`config.mk`:
```
export PLATFORM = sky130hd
export DESIGN_NAME = wdog_top
export DESIGN_NICKNAME = d
export VERILOG_FILES = /design/src/rtl/wdog_pkg.sv /design/src/rtl/wdog_svc.sv /design/src/rtl/wdog_cnt.sv /design/src/rtl/wdog_top.sv
export SDC_FILE = /design/constraint.sdc
export NUM_CORES = 1
export LEC_CHECK = 0
export ABC_AREA = 1
export CORE_UTILIZATION = 45
export CTS_BUF_LIST = sky130_fd_sc_hd__clkbuf_8
export DETAILED_ROUTE_END_ITERATION = 10
export PLACE_DENSITY = 0.72
export SETUP_SLACK_MARGIN = 0.1
export SLEW_MARGIN = 5
export SYNTH_ARGS = -nofsm -noshare
export SYNTH_HDL_FRONTEND = slang
export SYNTH_SLANG_ARGS = --single-unit
export TNS_END_PERCENT = 100
```
`constraint.sdc`:
```
create_clock -name clk -period 3.2 [get_ports clk]
set_input_delay 0.32 -clock clk [delete_from_list [all_inputs] [get_ports clk]]
set_output_delay 0.32 -clock clk [all_outputs]
set_load 0.005 [all_outputs]
```
`src/rtl/wdog_pkg.sv`:
```
package wdog_pkg;
    localparam int REG_W   = 16;
    localparam int ADDR_W  = 4;
    localparam int CNT_W   = 8;

    localparam logic [ADDR_W-1:0] OFS_CTRL = 4'h0;
    localparam logic [ADDR_W-1:0] OFS_SVC  = 4'h2;
    localparam logic [ADDR_W-1:0] OFS_RSR  = 4'h4;
    localparam logic [ADDR_W-1:0] OFS_ICR  = 4'h6;
    localparam logic [ADDR_W-1:0] OFS_MISC = 4'h8;

    localparam logic [REG_W-1:0] KEY_FIRST  = 16'h5555;
    localparam logic [REG_W-1:0] KEY_SECOND = 16'hAAAA;

    typedef enum logic {SVC_IDLE, SVC_ARMED} svc_state_t;
    typedef enum logic [1:0] {CNT_OFF, CNT_RUN, CNT_DONE} cnt_state_t;
endpackage

```
`src/rtl/wdog_svc.sv`:
```
module wdog_svc
    import wdog_pkg::*;
(
    input  logic             clk,
    input  logic             rst_n,
    input  logic             svc_wr,
    input  logic [REG_W-1:0] svc_data,
    output logic             svc_ok
);
    svc_state_t cur, nxt;

    always_ff @(posedge clk or negedge rst_n) begin
        if (!rst_n) cur <= SVC_IDLE;
        else        cur <= nxt;
    end

    always_comb begin
        nxt = cur;
        if (svc_wr) begin
            unique case (cur)
                SVC_IDLE:  nxt = (svc_data == KEY_FIRST) ? SVC_ARMED : SVC_IDLE;
                SVC_ARMED: nxt = (svc_data == KEY_FIRST) ? SVC_ARMED : SVC_IDLE;
                default:   nxt = SVC_IDLE;
            endcase
        end
    end

    always_comb begin
        svc_ok = svc_wr && (cur == SVC_ARMED) && (svc_data == KEY_SECOND);
    end

    // an unexpected word while armed returns the sequence to its start
    assert_abort_R5: assert property (@(posedge clk) disable iff (!rst_n)
        (cur == SVC_ARMED && svc_wr && svc_data != KEY_FIRST && svc_data != KEY_SECOND)
        |=> (cur == SVC_IDLE));
endmodule

```
`src/rtl/wdog_cnt.sv`:
```
module wdog_cnt
    import wdog_pkg::*;
#(
    parameter int W = CNT_W
) (
    input  logic         clk,
    input  logic         rst_n,
    input  logic         tick_en,
    input  logic         hold,
    input  logic         load,
    input  logic         wdog_on,
    input  logic [W-1:0] load_val,
    input  logic [W-1:0] pre_val,
    output logic         pre_hit,
    output logic         expire,
    output logic         expired
);
    cnt_state_t cur, nxt;
    logic [W-1:0] count_q, count_d;
    logic step;

    assign step = tick_en && !hold;

    always_ff @(posedge clk or negedge rst_n) begin
        if (!rst_n) begin
            cur     <= CNT_OFF;
            count_q <= '0;
        end else begin
            cur     <= nxt;
            count_q <= count_d;
        end
    end

    always_comb begin
        nxt     = cur;
        count_d = count_q;
        unique case (cur)
            CNT_OFF: if (load && wdog_on) begin
                nxt     = CNT_RUN;
                count_d = load_val;
            end
            CNT_RUN: if (load) begin
                count_d = load_val;
            end else if (step) begin
                if (count_q == '0) nxt = CNT_DONE;
                else               count_d = count_q - 1'b1;
            end
            CNT_DONE: nxt = CNT_DONE;
            default:  nxt = CNT_OFF;
        endcase
    end

    always_comb begin
        expired = (cur == CNT_DONE);
        expire  = (cur == CNT_RUN) && !load && step && (count_q == '0);
        pre_hit = (cur == CNT_RUN) && !load && step && (count_q != '0)
                  && ((count_q - 1'b1) == pre_val);
    end

    // without a tick that is allowed through, the count holds
    assert_hold_R7: assert property (@(posedge clk) disable iff (!rst_n)
        (cur == CNT_RUN && !load && !step) |=> (count_q == $past(count_q)));
    // expiry is held until reset
    assert_sticky_R3: assert property (@(posedge clk) disable iff (!rst_n)
        (cur == CNT_DONE) |=> (cur == CNT_DONE));
endmodule

```
`src/rtl/wdog_top.sv`:
```
module wdog_top
    import wdog_pkg::*;
(
    input  logic              clk,
    input  logic              rst_n,
    input  logic              por_n,
    input  logic              bus_sel,
    input  logic              bus_we,
    input  logic [ADDR_W-1:0] bus_addr,
    input  logic [REG_W-1:0]  bus_wdata,
    output logic [REG_W-1:0]  bus_rdata,
    input  logic              tick_en,
    input  logic              dbg_halt_i,
    input  logic              low_pwr_i,
    input  logic              wait_i,
    output logic              tout_rst_o,
    output logic              sw_rst_o,
    output logic              wdog_pin_n_o,
    output logic              irq_o
);
    localparam int TB_LO = 8;
    localparam int TB_HI = TB_LO + CNT_W - 1;

    logic wr_ctrl, wr_svc, wr_icr, wr_misc;
    logic lp_en_q, dbg_en_q, wde_q, wdt_q, wda_q, wdw_q, pde_q;
    logic [CNT_W-1:0] wt_q, wict_q;
    logic ie_q, ists_q, sw_rst_q;
    logic [1:0] rsr_q;
    logic wde_nx, svc_ok, load, hold, pre_hit, expire, expired;

    always_comb begin
        wr_ctrl = bus_sel && bus_we && bus_addr == OFS_CTRL;
        wr_svc  = bus_sel && bus_we && bus_addr == OFS_SVC;
        wr_icr  = bus_sel && bus_we && bus_addr == OFS_ICR;
        wr_misc = bus_sel && bus_we && bus_addr == OFS_MISC;
        wde_nx  = wde_q || (wr_ctrl && bus_wdata[2]);
        load    = (wr_ctrl && wde_nx) || svc_ok;
        hold    = (dbg_halt_i && dbg_en_q) || (low_pwr_i && lp_en_q) || (wait_i && wdw_q);
    end

    always_ff @(posedge clk or negedge rst_n) begin
        if (!rst_n) begin
            {lp_en_q, dbg_en_q, wde_q, wdt_q, wdw_q} <= '0;
            wda_q    <= 1'b1;
            pde_q    <= 1'b1;
            wt_q     <= '0;
            wict_q   <= '0;
            ie_q     <= 1'b0;
            ists_q   <= 1'b0;
            sw_rst_q <= 1'b0;
        end else begin
            sw_rst_q <= wr_ctrl && !bus_wdata[4];
            if (wr_ctrl) begin
                lp_en_q  <= bus_wdata[0];
                dbg_en_q <= bus_wdata[1];
                wde_q    <= wde_nx;
                wdt_q    <= bus_wdata[3];
                wda_q    <= bus_wdata[5];
                wdw_q    <= bus_wdata[7];
                wt_q     <= bus_wdata[TB_HI:TB_LO];
            end
            if (wr_icr) begin
                wict_q <= bus_wdata[CNT_W-1:0];
                ie_q   <= bus_wdata[15];
            end
            if (pre_hit)                    ists_q <= 1'b1;
            else if (wr_icr && bus_wdata[14]) ists_q <= 1'b0;
            if (wr_misc) pde_q <= bus_wdata[0];
        end
    end

    // reset cause survives the system reset; cleared only at power-on
    always_ff @(posedge clk or negedge por_n) begin
        if (!por_n)        rsr_q <= 2'b00;
        else if (sw_rst_q) rsr_q <= 2'b01;
        else if (expire)   rsr_q <= 2'b10;
    end

    always_comb begin
        unique case (bus_addr)
            OFS_CTRL: bus_rdata = {wt_q, wdw_q, 1'b0, wda_q, 1'b1, wdt_q, wde_q, dbg_en_q, lp_en_q};
            OFS_RSR:  bus_rdata = {14'b0, rsr_q};
            OFS_ICR:  bus_rdata = {ie_q, ists_q, 6'b0, wict_q};
            OFS_MISC: bus_rdata = {15'b0, pde_q};
            default:  bus_rdata = '0;
        endcase
    end

    always_comb begin
        tout_rst_o   = expired;
        sw_rst_o     = sw_rst_q;
        irq_o        = ists_q && ie_q;
        wdog_pin_n_o = wda_q && !(expired && wdt_q);
    end

    wdog_svc u_svc (
        .clk      (clk),
        .rst_n    (rst_n),
        .svc_wr   (wr_svc),
        .svc_data (bus_wdata),
        .svc_ok   (svc_ok)
    );

    wdog_cnt #(.W(CNT_W)) u_cnt (
        .clk      (clk),
        .rst_n    (rst_n),
        .tick_en  (tick_en),
        .hold     (hold),
        .load     (load),
        .wdog_on  (wde_nx),
        .load_val (bus_wdata[TB_HI:TB_LO] & {CNT_W{wr_ctrl}} | wt_q & {CNT_W{!wr_ctrl}}),
        .pre_val  (wict_q),
        .pre_hit  (pre_hit),
        .expire   (expire),
        .expired  (expired)
    );

    // enable cannot be cleared once set
    assert_enable_once_R2: assert property (@(posedge clk) disable iff (!rst_n)
        wde_q |=> wde_q);
    // software reset lasts exactly one cycle
    assert_swrst_pulse_R9: assert property (@(posedge clk) disable iff (!rst_n)
        sw_rst_o |=> !sw_rst_o);
    // interrupt only with enable set
    assert_irq_gate_R8: assert property (@(posedge clk) disable iff (!rst_n)
        irq_o |-> ie_q);
    // at most one reset cause recorded
    assert_one_cause_R10: assert property (@(posedge clk) disable iff (!por_n)
        $countones(rsr_q) <= 1);
endmodule

```
==> results of run 1 <==
[power by group through the flow]
stage | Clock, W | Combinational (W) | Sequential, W
floorplan | 0 | 0.000661 | 0.000715
global placement | 0 | 0.000866 | 0.000755
detailed placement | 0 | 0.000880 | 0.000757
CTS | 0.000359 | 0.000888 | 0.000748
global route | 0.000383 | 0.00102 | 0.000763
finish | 0.000354 | 0.000882 | 0.000750
[cell usage after synthesis, drive strengths merged]
cell type | number | area (um2)
o2111ai | 1 | 8.760
o21ai | 35 | 178.9
or2 | 1 | 6.260
clkbuf | 2 | 7.510
nand3 | 17 | 95.09
dfrtp | 37 | 925.9
nor2 | 38 | 178.9
buf | 3 | 17.52
xor2 | 4 | 35.03
ha | 4 | 50.05
nand2 | 115 | 454.2
nor4 | 1 | 6.260
nand3b | 3 | 22.52
nand4 | 8 | 50.05
a22o | 1 | 8.760
xnor2 | 1 | 8.760
o211ai | 1 | 7.510
a21o | 1 | 7.510
o22ai | 1 | 6.260
dfstp | 2 | 52.55
a21oi | 6 | 30.03
a32o | 1 | 10.01
inv | 57 | 214.0
[layer usage]
metal / GRT usage (%) / share of wire [%] / vias up / routed length, um
met2: 38.64 / 46 / 56 / 2819
met4: 6.918 / 1.7 / 0 / 103
met3: 4.150 / 3.8 / 10 / 231
li1: - / - / 1160 / -
met5: 0 / 0 / - / 0
met1: 33.45 / 48 / 1059 / 2958
[critical path, stage by stage]
cell                              delay, ps
sky130_fd_sc_hd__clkdlybuf4s50_1        490
sky130_fd_sc_hd__inv_1                   80
sky130_fd_sc_hd__nor2_1                 250
sky130_fd_sc_hd__nand2_1                180
sky130_fd_sc_hd__inv_2                  170
sky130_fd_sc_hd__nand2_1                 60
sky130_fd_sc_hd__o21ai_0                110
sky130_fd_sc_hd__clkdlybuf4s50_1        550
[cell families after synthesis]
kind of cell | Yosys count | share of synthesized area (%)
AND/OR/NAND/NOR | 183 | 34.14
XOR/XNOR | 5 | 1.838
AO/OA/AOI/OAI | 47 | 10.82
flip-flops | 39 | 41.07
buffers and inverters | 62 | 10.03
adder cells (fa/ha/maj) | 4 | 2.101
[worst paths after layout]
check,from,end,slack (ps),cells past startpoint
max,bus_addr[2],bus_rdata[14],670,8
min,rst_n,u_cnt.count_q[1]$_DFFE_PN0P_,120,1
max reg2reg,u_cnt.count_q[0]$_DFFE_PN0P_,u_cnt.count_q[6]$_DFFE_PN0P_,1310,11
min reg2reg,sw_rst_o$_DFF_PN0_,rsr_q[1]$_DFFE_PN0P_,480,1
max in group asynchronous,rst_n,u_cnt.cur[0]$_DFFE_PN0P_,2550,1
min in group clk,sw_rst_o$_DFF_PN0_,rsr_q[1]$_DFFE_PN0P_,480,1
[state kept, by name, summed over array words and instances (netlist names)]
register,flops
u_cnt.count_q,8
wict_q,8
wt_q,8
rsr_q,2
u_cnt.cur,2
dbg_en_q,1
ie_q,1
ists_q,1
lp_en_q,1
pde_q,1
sw_rst_o,1
u_svc.cur,1
wda_q,1
wde_q,1
wdt_q,1
wdw_q,1
[through the flow]
step                hold slack, ps  power [W]  util (%)  area, um2  worst slack (ps)
floorplan                    24.41   0.001376         -       2382              1619
global placement             466.6   0.001622     57.18       2920             728.9
detailed placement           471.1   0.001638     57.18       2920             701.9
CTS                          157.3   0.001994     59.11       3019             701.8
global route                 166.8   0.002164     59.11       3019             598.7
finish                       124.2   0.001986     59.11       3019             667.7
[cells in the final DEF (no fill, tap or decap), drive strengths merged]
cell type,count
inv,57
o22ai,1
ha,4
dfrtp,37
nand3,17
o2111ai,1
a22o,1
a21o,1
o21ai,35
nand2,115
xor2,4
clkdlybuf4s50,47
clkinvlp,1
nand3b,3
clkinv,1
nor4,1
a21oi,6
xnor2,1
nor2,38
or2,1
buf,1
a32o,1
nand4,8
o211ai,1
clkbuf,6
dfstp,2
[area by class of cell]
type | count | area (um2) | share of cell area, %
Multi-Input combinational cell | 239 | 1165 | 38.58
Inverter | 57 | 214.0 | 7.087
Timing Repair Buffer | 48 | 475.5 | 15.75
Clock buffer | 6 | 82.58 | 2.735
Tap cell | 70 | 87.58 | 2.901
Clock inverter | 2 | 16.27 | 0.5387
Sequential cell | 39 | 978.4 | 32.41
==> summary.txt, run 1 <==
Pwr
  • Cell internal pwr: 0.001145 W
  • Leakage power of the design: 1.515 nW
  • Combinational cell fraction of total power: 44.4%
  • IR Drop Worst-Case VDD: 397.7 uV
  • Portion of total power attributed to sequential cells: 37.8%
  • Net load switching power: 0.0008405 W
  • Share of total power in the clock network: 17.8%
  • Power density over the cells: 657.7 nW/um2
  • Sw frac: 42.33%

Global routing
  • Aggregate global-route resource usage: 24.04%
  • Total overflow reported by the global router: 0
  • Wire length of the first global-routing pass: 9991 um
  • Pin count of the biggest net entering global routing: 38
  • Number of antenna violations at the first check in global routing: 0
  • Vias in the first global route: 2146

CTS
  • Clock network latency to the later pin of the worst-skew pair: 290 ps
  • Setup fix buffers added after clock tree synthesis: 0
  • Bufs on Longest Clock Path: 2
  • Clock-pin slew of the registers on the worst-case setup and hold paths: 70 ps
  • TritonCTS clock tree: built
  • Root cell of the clock tree: sky130_fd_sc_hd__clkbuf_8
  • # H-tree levels: 2
  • Number of sinks handled by clock tree synthesis: 39
  • TritonCTS buffer count: 5
  • Post-CTS Hold Buffers: 0
  • Quantity of gates resized following cts: 0

Layout
  • Fraction of final layout cells sized beyond drive strength 1: 7.161%
  • Layout Cells excl Fill: 461
  • Filler cell count: 497
  • Layout overhead on the synthesized area: 26.73%
  • Diodes inserted: 0
  • Count of nets after finishing: 423

Routing
  • Count of vias placed by the detailed router: 2285
  • Avg WL per Cell: 13.26 um
  • Pre-Repair DR Iteration Count: 4
  • Number of nets with antenna violations after routing: 0
  • Overall routed net length: 6113 um
  • Detail-routed via count per cell: 4.957
  • Number of DRC markers after the initial detailed-route iteration: 167
  • DRC violations left: 0

Timing
  • Final count of negative-setup-slack endpoints: 0
  • Crit share post-route: 79.13%
  • RSZ-0062 raised after global routing: false
  • Time the final worst path needs with I/O delays and setup: 2532 ps
  • Count of endpoints failing hold in the final timing report: 0
  • Setup tns final: 0 ps
  • Achievable Freq: 394.9 MHz
  • Remaining max-slew budget at the tightest pin: 44.56%
  • Least-Margin Pin Slew: 831.6 ps
  • Worst Skew: 10.22 ps
  • Pins over their slew limit: 0

Setup path
  • Critical path peak fanout: 8
  • Setup Crit Path Kind: primary input to primary output
  • Data arrival at the endpoint of the critical path: 2210 ps
  • CP startpoint kind: primary input
  • Required @ worst endpoint: 2880 ps
  • Critical Path End Type: primary output

Die
  • Core Box Area: 5107 um2
  • Effective utilization at floorplan: 46.64%
  • Die footprint: 5589 um2
  • Height of the die: 74.76 um
  • Horiz. Die Dim: 74.76 um
  • Row Count: 26
  • I/O pin total: 49

Place
  • Port Buf Inserts: 48
  • Post-detailed-placement half-perimeter wirelength: 4887 um
  • Placed cell count: 453
  • GPL Wtd Cong: 0.8382

Status
  • Status: completed

Logic synthesis
  • Cell area after synthesis: 2382 um2
  • Portion of the post-synthesis area used by sequential elements: 41.07%
  • Synth unique cells: 33
  • Seq cells post-synth: 39
  • Avg Synthesized Cell Area: 7.007 um2
  • Synth Instances: 340
  • YS warnings: 0
  • Net Count, Synth: 373

Hold path
  • Hold crit path type: primary input to asynchronous set/reset pin

Flow run
  • Total of max-cap violations: 0
Note: power is estimated with default switching activity, not from simulation.
==> run 2, diff against run 1 <==
Clock period 3.2 ns to 2.6 ns, I/O delays scaled along.
==> run 2 against run 1 <==
Against the previous run: clock skew is 0.73 ps lower; highest routed layer unchanged; die area unchanged; total power grew 25%; final area up 0.50%; critical endpoint is now bus_rdata[1]; flip-flop and latch count unchanged; largest power group unchanged; utilization increased by 0.29 points.
==> summary.txt, run 2 (synthesized netlist as in run 1, its figures left out) <==
Status
  • Status: completed

CTS
  • TritonCTS clock tree: built
  • # H-tree levels: 2
  • Post-CTS Hold Buffers: 0
  • Clock-pin slew of the registers on the worst-case setup and hold paths: 70 ps
  • Clock network latency to the later pin of the worst-skew pair: 300 ps
  • Number of sinks handled by clock tree synthesis: 39
  • Quantity of gates resized following cts: 0
  • Root cell of the clock tree: sky130_fd_sc_hd__clkbuf_8
  • Bufs on Longest Clock Path: 2
  • Setup fix buffers added after clock tree synthesis: 0
  • TritonCTS buffer count: 5

Place
  • Post-detailed-placement half-perimeter wirelength: 4855 um
  • GPL Wtd Cong: 0.8813
  • Area after detailed placement: 2928 um2
  • Port Buf Inserts: 48

Routing
  • Number of nets with antenna violations after routing: 0
  • Count of vias placed by the detailed router: 2261
  • Avg WL per Cell: 13.25 um
  • Pre-Repair DR Iteration Count: 4
  • Overall routed net length: 6110 um
  • Detailed-routed wire length on met3: 310 um
  • Met2 wire len: 2814 um
  • DRC violations left: 0
  • Number of DRC markers after the initial detailed-route iteration: 93
  • Detail-routed via count per cell: 4.905
  • Uppermost layer routed: met4
  • M1 wire length: 2866 um

Global routing
  • Number of antenna violations at the first check in global routing: 0
  • Aggregate global-route resource usage: 24.09%
  • Pin count of the biggest net entering global routing: 38
  • Wire length of the first global-routing pass: 9846 um
  • Total overflow reported by the global router: 0
  • Vias in the first global route: 2116

Setup path
  • Setup slack on the worst flop-to-flop path: 760 ps
  • Critical Path End Type: primary output
  • Critical path peak fanout: 8
  • Setup Crit Path Kind: primary input to primary output
  • CP startpoint kind: primary input
  • Required @ worst endpoint: 2340 ps
  • Data arrival at the endpoint of the critical path: 2050 ps

Die
  • Die footprint: 5589 um2
  • Height of the die: 74.76 um
  • Horiz. Die Dim: 74.76 um
  • I/O pin total: 49
  • Core Box Area: 5107 um2
  • Effective utilization at floorplan: 46.64%
  • Row Count: 26

Pwr
  • Tot Pwr: 0.002486 W
  • Leakage power of the design: 1.524 nW
  • Power density over the cells: 819.2 nW/um2
  • IR Drop Worst-Case VDD: 553.0 uV

Timing
  • RSZ-0062 raised after global routing: false
  • Final count of negative-setup-slack endpoints: 0
  • Count of endpoints failing hold in the final timing report: 0
  • Achievable Freq: 432.7 MHz
  • Pins over their slew limit: 0
  • Least-Margin Pin Slew: 825.9 ps
  • Remaining max-slew budget at the tightest pin: 44.94%
  • Time the final worst path needs with I/O delays and setup: 2311 ps
  • Setup tns final: 0 ps
  • Worst Skew: 9.482 ps
  • Crit share post-route: 88.90%

Hold path
  • Hold crit path type: primary input to asynchronous set/reset pin

Layout
  • Count of nets after finishing: 424
  • Largest registers: u_cnt.count_q x8, wict_q x8, wt_q x8
  • Commonest non-fill, non-tap cell in the layout: sky130_fd_sc_hd__nand2_1
  • Fraction of final layout cells sized beyond drive strength 1: 7.161%
  • Layout overhead on the synthesized area: 27.36%
  • Commonest non-fill, non-tap cells in the layout: sky130_fd_sc_hd__nand2_1, sky130_fd_sc_hd__inv_1, sky130_fd_sc_hd__clkdlybuf4s50_1, sky130_fd_sc_hd__dfrtp_1, sky130_fd_sc_hd__nor2_1
  • Diodes inserted: 0
  • End-of-flow core utilization: 59.41%
  • Finished layout cell area: 3034 um2

Flow run
  • Total of max-cap violations: 0
==> run 2: critical path, cell delays in order <==
cell	delay, ps
sky130_fd_sc_hd__clkdlybuf4s50_1	490
sky130_fd_sc_hd__inv_1	70
sky130_fd_sc_hd__nor2_1	210
sky130_fd_sc_hd__nand2_1	170
sky130_fd_sc_hd__inv_2	170
sky130_fd_sc_hd__nand2_1	70
sky130_fd_sc_hd__o211ai_1	80
sky130_fd_sc_hd__clkdlybuf4s50_1	530
==> run 2: final timing paths <==
kind | startpoint | to | cells past startpoint
max reg2reg | u_cnt.count_q[0]$_DFFE_PN0P_ | u_cnt.cur[0]$_DFFE_PN0P_ | 9
min reg2reg | sw_rst_o$_DFF_PN0_ | rsr_q[1]$_DFFE_PN0P_ | 1
max | bus_addr[2] | bus_rdata[1] | 8
min in group clk | sw_rst_o$_DFF_PN0_ | rsr_q[1]$_DFFE_PN0P_ | 1
max in group asynchronous | rst_n | wict_q[4]$_DFFE_PN0P_ | 1
min | rst_n | u_cnt.count_q[4]$_DFFE_PN0P_ | 1
==> run 2: through the flow <==
stage                     hold WS, ps  cells  worst slack [ps]
final                           59.25    461             288.7
after global routing            113.0    461             146.8
after CTS                       96.48    461             283.6
after detailed placement        411.8    454             282.0
after global placement          419.0    454             328.3
after floorplan                -35.59    340              1019
==> run 2: final cells by class <==
type | instances | area (um2)
clock buffer | 5 | 68.82
tap | 70 | 87.58
timing repair buffer | 49 | 483.0
clock inverter | 2 | 37.54
sequential | 39 | 978.4
inverter | 57 | 214.0
multi-input combinational | 239 | 1165
fill | 505 | 2073
==> run 2: per-layer routing <==
metal,global-route usage [%],up-vias
li1,-,1165
met1,32.31,1027
met2,38.54,61
met3,5.087,8
met4,8.805,0
met5,0,-
==> run 2: power breakdown <==
group,leakage [nW],internal [W],switching (W)
Combinational,1.02,0.000416,0.000661
Sequential,0.456,0.000777,0.000139
Clock,0.0502,0.000280,0.000213
==> run 3, diff against run 2 <==
Settings changed: CTS_CLUSTER_SIZE set to 28.
Clock period 2.6 ns to 2.87 ns, I/O delays scaled along.
==> run 3 against run 2 <==
Against the previous run: total power is 7.4% lower; clock skew is 4.7 ps lower; flip-flop and latch count did not move; register-to-register slack gained 210 ps; die area unchanged; worst setup slack better by 120 ps; count of clock-buffer cells in the layout rose by 1; hold slack better by 21 ps; sequential power is 8.9% lower; first-iteration DRC count rose by 80%; critical path depth unchanged; non-clock buffer count is 1 lower; largest cell class unchanged; highest routed layer unchanged.
==> summary.txt, run 3 (synthesized netlist as in run 1, its figures left out) <==
Layout
  • End-of-flow core utilization: 59.48%
  • Largest registers: u_cnt.count_q x8, wict_q x8, wt_q x8
  • Footprint of the multi-input gates: 1165 um2
  • Fraction of final layout cells sized beyond drive strength 1: 7.161%
  • Count of nets after finishing: 423
  • Diodes inserted: 0
  • Filler cell count: 483
  • Layout overhead on the synthesized area: 27.52%
  • Sequential cell area: 978.4 um2
  • Commonest non-fill, non-tap cells in the layout: sky130_fd_sc_hd__nand2_1, sky130_fd_sc_hd__inv_1, sky130_fd_sc_hd__clkdlybuf4s50_1, sky130_fd_sc_hd__dfrtp_1, sky130_fd_sc_hd__nor2_1
  • Commonest non-fill, non-tap cell in the layout: sky130_fd_sc_hd__nand2_1

Timing
  • Time the final worst path needs with I/O delays and setup: 2458 ps
  • Achievable Freq: 406.8 MHz
  • Least-Margin Pin Slew: 810.3 ps
  • Setup tns final: 0 ps
  • Worst Skew: 4.744 ps
  • Pins over their slew limit: 0
  • Count of endpoints failing hold in the final timing report: 0
  • Final count of negative-setup-slack endpoints: 0
  • RSZ-0062 raised after global routing: false
  • Final worst hold slack: 79.82 ps
  • Crit share post-route: 85.65%
  • Remaining max-slew budget at the tightest pin: 45.98%

Pwr
  • Portion of total power attributed to sequential cells: 36.2%
  • Leakage power of the design: 1.529 nW
  • Cell internal pwr: 0.001363 W
  • Sw frac: 40.80%
  • Net load switching power: 0.0009391 W
  • Power density over the cells: 757.7 nW/um2
  • Tot Pwr: 0.002302 W
  • Combinational cell fraction of total power: 43.3%
  • Share of total power in the clock network: 20.5%
  • IR Drop Worst-Case VDD: 489.9 uV

CTS
  • Bufs on Longest Clock Path: 2
  • TritonCTS buffer count: 5
  • Number of sinks handled by clock tree synthesis: 39
  • Quantity of gates resized following cts: 0
  • Post-CTS Hold Buffers: 0
  • Clock-pin slew of the registers on the worst-case setup and hold paths: 70 ps
  • # H-tree levels: 2
  • TritonCTS clock tree: built
  • Clock network latency to the later pin of the worst-skew pair: 290 ps
  • Root cell of the clock tree: sky130_fd_sc_hd__clkbuf_8
  • Setup fix buffers added after clock tree synthesis: 0

Die
  • Core Box Area: 5107 um2
  • Row Count: 26
  • Horiz. Die Dim: 74.76 um
  • I/O pin total: 49
  • Effective utilization at floorplan: 46.64%
  • Die footprint: 5589 um2
  • Height of the die: 74.76 um

Routing
  • Avg WL per Cell: 13.32 um
  • Number of nets with antenna violations after routing: 0
  • Detail-routed via count per cell: 5.002
  • DRC violations left: 0
  • Overall routed net length: 6140 um
  • Number of DRC markers after the initial detailed-route iteration: 167
  • Count of vias placed by the detailed router: 2306
  • Pre-Repair DR Iteration Count: 4

Place
  • GPL Wtd Cong: 0.8622
  • Port Buf Inserts: 48
  • Post-detailed-placement half-perimeter wirelength: 4856 um

Global routing
  • Aggregate global-route resource usage: 24.10%
  • Pin count of the biggest net entering global routing: 38
  • Vias in the first global route: 2094
  • Wire length of the first global-routing pass: 10020 um
  • Total overflow reported by the global router: 0
  • Number of antenna violations at the first check in global routing: 0

Setup path
  • Setup slack on the worst flop-to-flop path: 970 ps
  • Levels on crit path: 8
  • CP max stage delay: 540 ps
  • Slowest stage cell on the critical path: sky130_fd_sc_hd__clkdlybuf4s50_1
  • Critical path peak fanout: 8
  • CP startpoint kind: primary input
  • Required @ worst endpoint: 2580 ps
  • Buf+Inv Stages, Crit Path: 4
  • Worst flop-to-flop path endpoint: u_cnt.count_q[3]$_DFFE_PN0P_
  • Critical Path End Type: primary output
  • R2R Path Start: u_cnt.count_q[0]$_DFFE_PN0P_
  • Setup Crit Path Kind: primary input to primary output
  • Number of cells on the worst reg-to-reg path: 11
  • Cells traversed along the worst timing path: clkdlybuf4s50_1 -> inv_1 -> nor2_1 -> nand2_1 -> inv_2 -> nand2_1 -> o21ai_0 -> clkdlybuf4s50_1
  • Data arrival at the endpoint of the critical path: 2170 ps
  • Family with the most delay on the worst path: buffers and inverters

Status
  • Status: completed

Flow run
  • Total of max-cap violations: 0

Hold path
  • Hold crit path type: primary input to asynchronous set/reset pin
## run 3: cell count changes in the layout (fill, tap and decap cells not counted), sizes merged
cell,previous run,this run
clkbuf,5,6
clkinvlp,1,0
buf,2,1
clkinv,0,1
## run 3: power groups by stage
stage / sequential [W] / combinational [W] / clock [W]
global placement: 0.000840 / 0.000968 / 0
global route: 0.000850 / 0.00114 / 0.000499
CTS: 0.000832 / 0.000995 / 0.000476
finish: 0.000834 / 0.000996 / 0.000471
detailed placement: 0.000842 / 0.000988 / 0
floorplan: 0.000797 / 0.000737 / 0
## run 3: area by class of cell
type | instances | area share, %
Multi-Input combinational cell | 239 | 38.34
Sequential cell | 39 | 32.21
Timing Repair Buffer | 48 | 15.65
Inverter | 57 | 7.043
Tap cell | 70 | 2.883
Clock buffer | 6 | 2.718
Clock inverter | 2 | 1.153
## run 3: worst max-delay path by stage
stage	slack [ps]	from	end
6_report	410	bus_addr[2]	bus_rdata[14]
5_1_grt	220	bus_addr[2]	bus_rdata[14]
4_1_cts	440	bus_addr[2]	bus_rdata[14]
3_5_place_dp	440	bus_addr[2]	bus_rdata[14]
3_3_place_gp	460	bus_addr[2]	bus_rdata[14]
2_1_floorplan	1290	u_cnt.count_q[0]$_DFFE_PN0P_	u_cnt.count_q[7]$_DFFE_PN0P_
## run 3: per-stage QoR
stage / area, um2 / cells / setup slack (ps)
after CTS: 3038 / 461 / 440.8
after detailed placement: 2920 / 453 / 442.5
final: 3038 / 461 / 411.8
after global placement: 2920 / 453 / 460.3
after floorplan: 2382 / 340 / 1289
after global routing: 3038 / 461 / 221.1
## run 3: routing by layer
metal	vias up	wire, um	track usage (%)
met3	13	405	4.418
met4	0	125	7.338
met1	1053	2867	33.96
met5	-	0	0
met2	81	2742	37.84
li1	1159	-	-
